## src/rtl/irl_level_pkg.sv

```systemverilog
package irl_level_pkg;
   typedef enum logic [0:0] {
      ENF_STICKY = 1'b0,
      ENF_FOLLOW = 1'b1
   } enf_mode_e;
endpackage

```

## src/rtl/irl_sel_decode.sv

```systemverilog
module irl_sel_decode #(
   parameter int LVL_W = 4,
   parameter int NSRC  = (1 << LVL_W) - 1
) (
   input  logic [LVL_W-1:0] code,
   output logic [NSRC-1:0]  sel_oh
);
   logic [LVL_W-1:0] idx;

   generate
      if (NSRC != (1 << LVL_W) - 1) begin : g_bad_nsrc
         $error("NSRC must equal 2**LVL_W - 1");
      end
   endgenerate

   // inverting map: top level lands on index 0, all-zero code on an unused index
   assign idx = code ^ {LVL_W{1'b1}};

   generate
      for (genvar i = 0; i < NSRC; i++) begin : g_sel
         assign sel_oh[i] = (idx == LVL_W'(i));
      end
   endgenerate
endmodule

```

## src/rtl/irl_req_bank.sv

```systemverilog
module irl_req_bank
   import irl_level_pkg::*;
#(
   parameter int        NSRC     = 15,
   parameter enf_mode_e ENF_MODE = ENF_STICKY
) (
   input  logic            clk,
   input  logic            rst_n,
   input  logic            upd,
   input  logic [NSRC-1:0] sel_oh,
   output logic [NSRC-1:0] req,
   output logic [NSRC-1:0] en_force
);
   generate
      if (NSRC < 1) begin : g_bad_n
         $error("NSRC must be positive");
      end
   endgenerate

   always_ff @(posedge clk) begin
      if (!rst_n) begin
         req <= '0;
      end else if (upd) begin
         req <= sel_oh;
      end
   end

   generate
      if (ENF_MODE == ENF_STICKY) begin : g_sticky
         always_ff @(posedge clk) begin
            if (!rst_n) begin
               en_force <= '0;
            end else if (upd) begin
               en_force <= en_force | sel_oh;
            end
         end

         sticky_force_chk: assert property (@(posedge clk) disable iff (!rst_n)
            (en_force & ~$past(en_force)) == (en_force ^ $past(en_force)));
      end else begin : g_follow
         always_ff @(posedge clk) begin
            if (!rst_n) begin
               en_force <= '0;
            end else if (upd) begin
               en_force <= sel_oh;
            end
         end
      end
   endgenerate


   single_req_chk: assert property (@(posedge clk) disable iff (!rst_n)
      $onehot0(req));

   req_enabled_chk: assert property (@(posedge clk) disable iff (!rst_n)
      (req & ~en_force) == '0);

   hold_req_chk: assert property (@(posedge clk) disable iff (!rst_n)
      !upd |=> $stable(req) && $stable(en_force));
endmodule

```

## src/rtl/irl_level_decoder.sv

```systemverilog
module irl_level_decoder
   import irl_level_pkg::*;
#(
   parameter int        LVL_W    = 4,
   parameter enf_mode_e ENF_MODE = ENF_STICKY,
   localparam int       NSRC     = (1 << LVL_W) - 1
) (
   input  logic             clk,
   input  logic             rst_n,
   input  logic             lvl_valid,
   input  logic [LVL_W-1:0] lvl_code,
   output logic [NSRC-1:0]  src_req,
   output logic [NSRC-1:0]  src_en_force
);
   logic [NSRC-1:0] sel_oh;

   irl_sel_decode #(.LVL_W(LVL_W), .NSRC(NSRC)) u_dec (
      .code   (lvl_code),
      .sel_oh (sel_oh)
   );

   irl_req_bank #(.NSRC(NSRC), .ENF_MODE(ENF_MODE)) u_bank (
      .clk      (clk),
      .rst_n    (rst_n),
      .upd      (lvl_valid),
      .sel_oh   (sel_oh),
      .req      (src_req),
      .en_force (src_en_force)
   );


   zero_level_chk: assert property (@(posedge clk) disable iff (!rst_n)
      lvl_valid && (lvl_code == '0) |=> src_req == '0);

   one_req_chk: assert property (@(posedge clk) disable iff (!rst_n)
      lvl_valid && (lvl_code != '0) |=> $countones(src_req) == 1);
endmodule

```

## config.mk

```make
export PLATFORM = sky130hd
export DESIGN_NAME = irl_level_decoder
export DESIGN_NICKNAME = d
export VERILOG_FILES = /design/src/rtl/irl_level_pkg.sv /design/src/rtl/irl_sel_decode.sv /design/src/rtl/irl_req_bank.sv /design/src/rtl/irl_level_decoder.sv
export SDC_FILE = /design/constraint.sdc
export NUM_CORES = 1
export LEC_CHECK = 0
export BUFFER_PORTS_ARGS = -buffer_cell sky130_fd_sc_hd__buf_2
export CAP_MARGIN = 40
export CORE_MARGIN = 2
export CORE_UTILIZATION = 45
export DETAILED_ROUTE_END_ITERATION = 16
export MAX_ROUTING_LAYER = met4
export PLACE_DENSITY_LB_ADDON = 0.1
export SLEW_MARGIN = 5
export SYNTH_ARGS = -nofsm -noshare
export SYNTH_HDL_FRONTEND = slang
export SYNTH_HIERARCHICAL = 1
export SYNTH_SLANG_ARGS = --single-unit
```

## constraint.sdc

```tcl
create_clock -name clk -period 0.8 [get_ports clk]
set_input_delay 0.04 -clock clk [delete_from_list [all_inputs] [get_ports clk]]
set_output_delay 0.04 -clock clk [all_outputs]
set_load 0.02 [all_outputs]
```

==> metrics.txt <==
# TYPE chip_impl_metric gauge
chip_impl_metric{name="syn_area_per_cell",unit="um^2"} 11.29
chip_impl_metric{name="max_stage_delay",unit="ns"} 0.36
chip_impl_metric{name="crit_path_max_fanout",unit=""} 2
chip_impl_metric{name="relSlewSlack",unit=""} 0.7577
chip_impl_metric{name="data_arrival_at_the_endpoint_of_the_critical_path",unit="ns"} 0.79
chip_impl_metric{name="ant_nets",unit=""} 0
chip_impl_metric{name="peakVddDrop",unit="V"} 0.001378
chip_impl_metric{name="clock_latency_reported_for_the_late_side_of_the_worst_skew_pair",unit="ns"} 0.31
chip_impl_info{name="critPathKind",value="reg -> out"} 1
chip_impl_metric{name="clock_buffer_count_from_cts",unit=""} 5
chip_impl_metric{name="ctsHtreeMaxLevel",unit=""} 2
chip_impl_metric{name="place.detailed.instances",unit=""} 174
chip_impl_metric{name="io_pins",unit=""} 37
chip_impl_metric{name="antenna_found_initial",unit=""} 0
chip_impl_info{name="synth.cells.most_frequent",value="dfxtp_1, nor2b_1, a21oi_1, mux2i_1, buf_6"} 1
chip_impl_metric{name="post-synth-top-area-fraction",unit=""} 0.4624
chip_impl_info{name="outcome",value="finished with violations"} 1
chip_impl_metric{name="layout_cell_share_with_drive_strength_beyond_1",unit=""} 0.5742
chip_impl_metric{name="placement_rows",unit=""} 19
chip_impl_metric{name="maxCapViolations",unit=""} 0
chip_impl_metric{name="number_of_enable_type_register_cells_in_the_synthesized_netlist",unit=""} 0
chip_impl_metric{name="timing.final.crit_share",unit=""} 1.042
chip_impl_metric{name="globalRouteOverflowTotal",unit=""} 0
chip_impl_metric{name="synth.lib_cells_used.distinct",unit=""} 15
chip_impl_info{name="failed_checks",value="setup timing"} 1
chip_impl_metric{name="pwr_density_cell",unit="nW/um^2"} 1559
chip_impl_metric{name="finalSetupViolCount",unit=""} 30
chip_impl_metric{name="grt_start_max_net_pins",unit=""} 31
chip_impl_metric{name="router_iterations_before_antenna_repair",unit=""} 4
chip_impl_metric{name="netlist_instances",unit=""} 115
chip_impl_metric{name="dr.first_iter.drc_count",unit=""} 18
chip_impl_metric{name="netlist_area",unit="um^2"} 1299
chip_impl_metric{name="final_weighted_congestion_in_routability_driven_placement",unit=""} 0.6219
chip_impl_metric{name="synth-seq-area-share",unit=""} 0.4624
chip_impl_metric{name="finalClockSkew",unit="ns"} 0
chip_impl_metric{name="final_cell_count_no_fill",unit=""} 186
chip_impl_metric{name="power.switching",unit="uW"} 678.4
chip_impl_metric{name="placed_cell_areas",unit="um^2"} 1478
chip_impl_metric{name="cp_num_buf_inv",unit=""} 1
chip_impl_metric{name="setup_slack",unit="ns"} -0.03382
chip_impl_info{name="crit_start",value="u_bank/en_force[14]"} 1
chip_impl_metric{name="via_count_of_the_first_global_routing_pass",unit=""} 861
chip_impl_metric{name="combPwrFrac",unit=""} 0.119
chip_impl_metric{name="sw_ratio",unit=""} 0.2427
chip_impl_metric{name="final_report_max_slew_violation_count",unit=""} 0
chip_impl_metric{name="p_total",unit="mW"} 2.796
chip_impl_metric{name="syn2layout_area_growth",unit="%"} 38.05
chip_impl_metric{name="synthesis_warning_total",unit=""} 6
chip_impl_metric{name="syn_nets",unit=""} 122
chip_impl_info{name="min_delay_worst_type",value="in -> reg"} 1
chip_impl_metric{name="ff_latch_count_synth",unit=""} 30
chip_impl_info{name="yosys-top-cells-area",value="dfxtp_1, nor2b_1, mux2i_1, a21oi_1, buf_6"} 1
chip_impl_metric{name="fill_cells",unit=""} 243
chip_impl_metric{name="static-leakage-power",unit="nW"} 0.7533
chip_impl_info{name="yosys.area.top_type",value="dfxtp_1"} 1
chip_impl_metric{name="clock_sink_count",unit=""} 30
chip_impl_info{name="hp-start",value="rst_n"} 1
chip_impl_metric{name="routed_wire_length_per_instance",unit="um"} 13.15
chip_impl_metric{name="post-route-cell-area",unit="um^2"} 1793
chip_impl_info{name="setup.worst_path.end_class",value="output port"} 1
chip_impl_metric{name="p_int",unit="mW"} 2.117
chip_impl_metric{name="hpwlAfterDp",unit="mm"} 1.606
chip_impl_metric{name="overall_fraction_of_global_route_tracks_in_use",unit=""} 0.1685
chip_impl_metric{name="clk_pin_slew",unit="ns"} 0.09
chip_impl_metric{name="worst_ep_required_time",unit="ns"} 0.76
chip_impl_info{name="cp_slowest_cell",value="dfxtp_2"} 1
chip_impl_metric{name="ctsLongestPathBuffers",unit=""} 2
chip_impl_metric{name="period_needed",unit="ns"} 0.8338
chip_impl_info{name="critical_path.top_delay_family",value="flip-flops"} 1
chip_impl_metric{name="power.share.sequential",unit=""} 0.552
chip_impl_metric{name="multiInputGateArea",unit="um^2"} 618.1
chip_impl_metric{name="design.die.area",unit="um^2"} 3332
chip_impl_metric{name="finalWirelength",unit="mm"} 2.445
chip_impl_metric{name="die_x",unit="um"} 57.72
chip_impl_metric{name="start_util",unit=""} 0.4710
chip_impl_metric{name="finalNetCount",unit=""} 161
chip_impl_metric{name="vias",unit=""} 941
chip_impl_metric{name="drc",unit=""} 0
chip_impl_metric{name="sequential_cell_area",unit="um^2"} 638.1
chip_impl_info{name="rsz0062_at_grt",value="yes"} 1
chip_impl_info{name="crit_path_cell_trace",value="buf_6"} 1
chip_impl_metric{name="avgViaCountPerCell",unit=""} 5.059
chip_impl_metric{name="diodes",unit=""} 0
chip_impl_metric{name="share_clk_of_total_power",unit=""} 0.329
chip_impl_metric{name="fraction_of_registers_with_async_set_reset",unit=""} 0
chip_impl_info{name="setup.worst_path.start_class",value="register"} 1
chip_impl_info{name="tritoncts_clock_tree",value="built"} 1
chip_impl_metric{name="dpl_worst_slack",unit="ns"} -0.1285
chip_impl_metric{name="placeableCoreArea",unit="um^2"} 2758
chip_impl_metric{name="fmaxAchievable",unit="GHz"} 1.199
chip_impl_metric{name="timing_worst_slew_pin_value",unit="ns"} 0.3634
chip_impl_metric{name="fp.dieH",unit="um"} 57.72
chip_impl_info{name="critical_path.reg2reg.startpoint",value="u_bank/req[7]"} 1
chip_impl_metric{name="final_hold_violating_endpoints",unit=""} 0
chip_impl_metric{name="global_route_wire_length_before_repair",unit="mm"} 4.140
chip_impl_info{name="dominantRegCellSynth",value="dfxtp_1"} 1
chip_impl_info{name="ctsRootBufferMaster",value="clkbuf_4"} 1
chip_impl_metric{name="port_buffers",unit=""} 36
layout by cell type, fill, tap and decap left out, drive strengths merged:
cell and count:
and4b 4, clkinv 1, and4 1, buf 42, mux2i 15, dfxtp 30, and4bb 6, nor2b 30
clkbuf 7, a21oi 15, nor4b 4
registers in the layout, indices dropped and copies added (netlist names):
register,count
u_bank/en_force,15
u_bank/req,15
timing repair:
item                                    4_1_cts  5_1_grt
endpoints found under the setup margin       30       30
setup buffers                                 4        0
pin swaps                                     0        0
cloned                                        0        0
gates resized for setup                      90        0
hold buffers                                  0        0
cells by family after synthesis:
family,Yosys count,share of synthesized area
and+or+nand+nor,45,0.3025
AOI/OAI and AO/OA,15,0.05780
buffers and inverters,10,0.06165
DFF,30,0.4624
muxes,15,0.1156
per-layer routing:
layer  track usage  vias up  share of wire
met2        0.2354       24           0.46
met1        0.2177      431           0.47
met3       0.07143        5          0.052
met4       0.05980        0          0.017
li1              -      481              -
met5             -        -              0
per-stage QoR:
step           hold slack, ns  TNS, ns    util
3_3_place_gp           0.4639   -1.131  0.5358
2_1_floorplan          0.3550        0       -
4_1_cts                0.1489  -0.8175  0.6502
6_report               0.1504  -0.4583  0.6502
5_1_grt                0.1540   -1.957  0.6502
3_5_place_dp           0.4711   -2.125  0.5358
area by class of cell:
type,instances,area share
repair buffers,42,0.2442
clock inverters,1,0.002791
clock buffers,7,0.03070
flip-flops and latches,30,0.3559
well taps,31,0.02163
multi-input cells,75,0.3447
power by group through the flow:
| stage | clock network, mW | logic, mW | registers (mW) |
|---|---|---|---|
| floorplan | 0 | 0.195 | 1.60 |
| global placement | 0 | 0.291 | 1.57 |
| detailed placement | 0 | 0.299 | 1.57 |
| CTS | 0.947 | 0.335 | 1.54 |
| global route | 1.05 | 0.358 | 1.55 |
| finish | 0.920 | 0.332 | 1.54 |
path summary, 6_finish.rpt:
path / slack (ns) / end / depth (start not counted)
worst min-delay path: 0.15 / u_bank/en_force[7] / 2
worst max register to register: 0.05 / u_bank/req[7] / 3
worst min register to register: 0.50 / u_bank/en_force[0] / 2
worst max-delay path: -0.03 / src_en_force[14] / 1
Note: power is estimated with default switching activity, not from simulation.
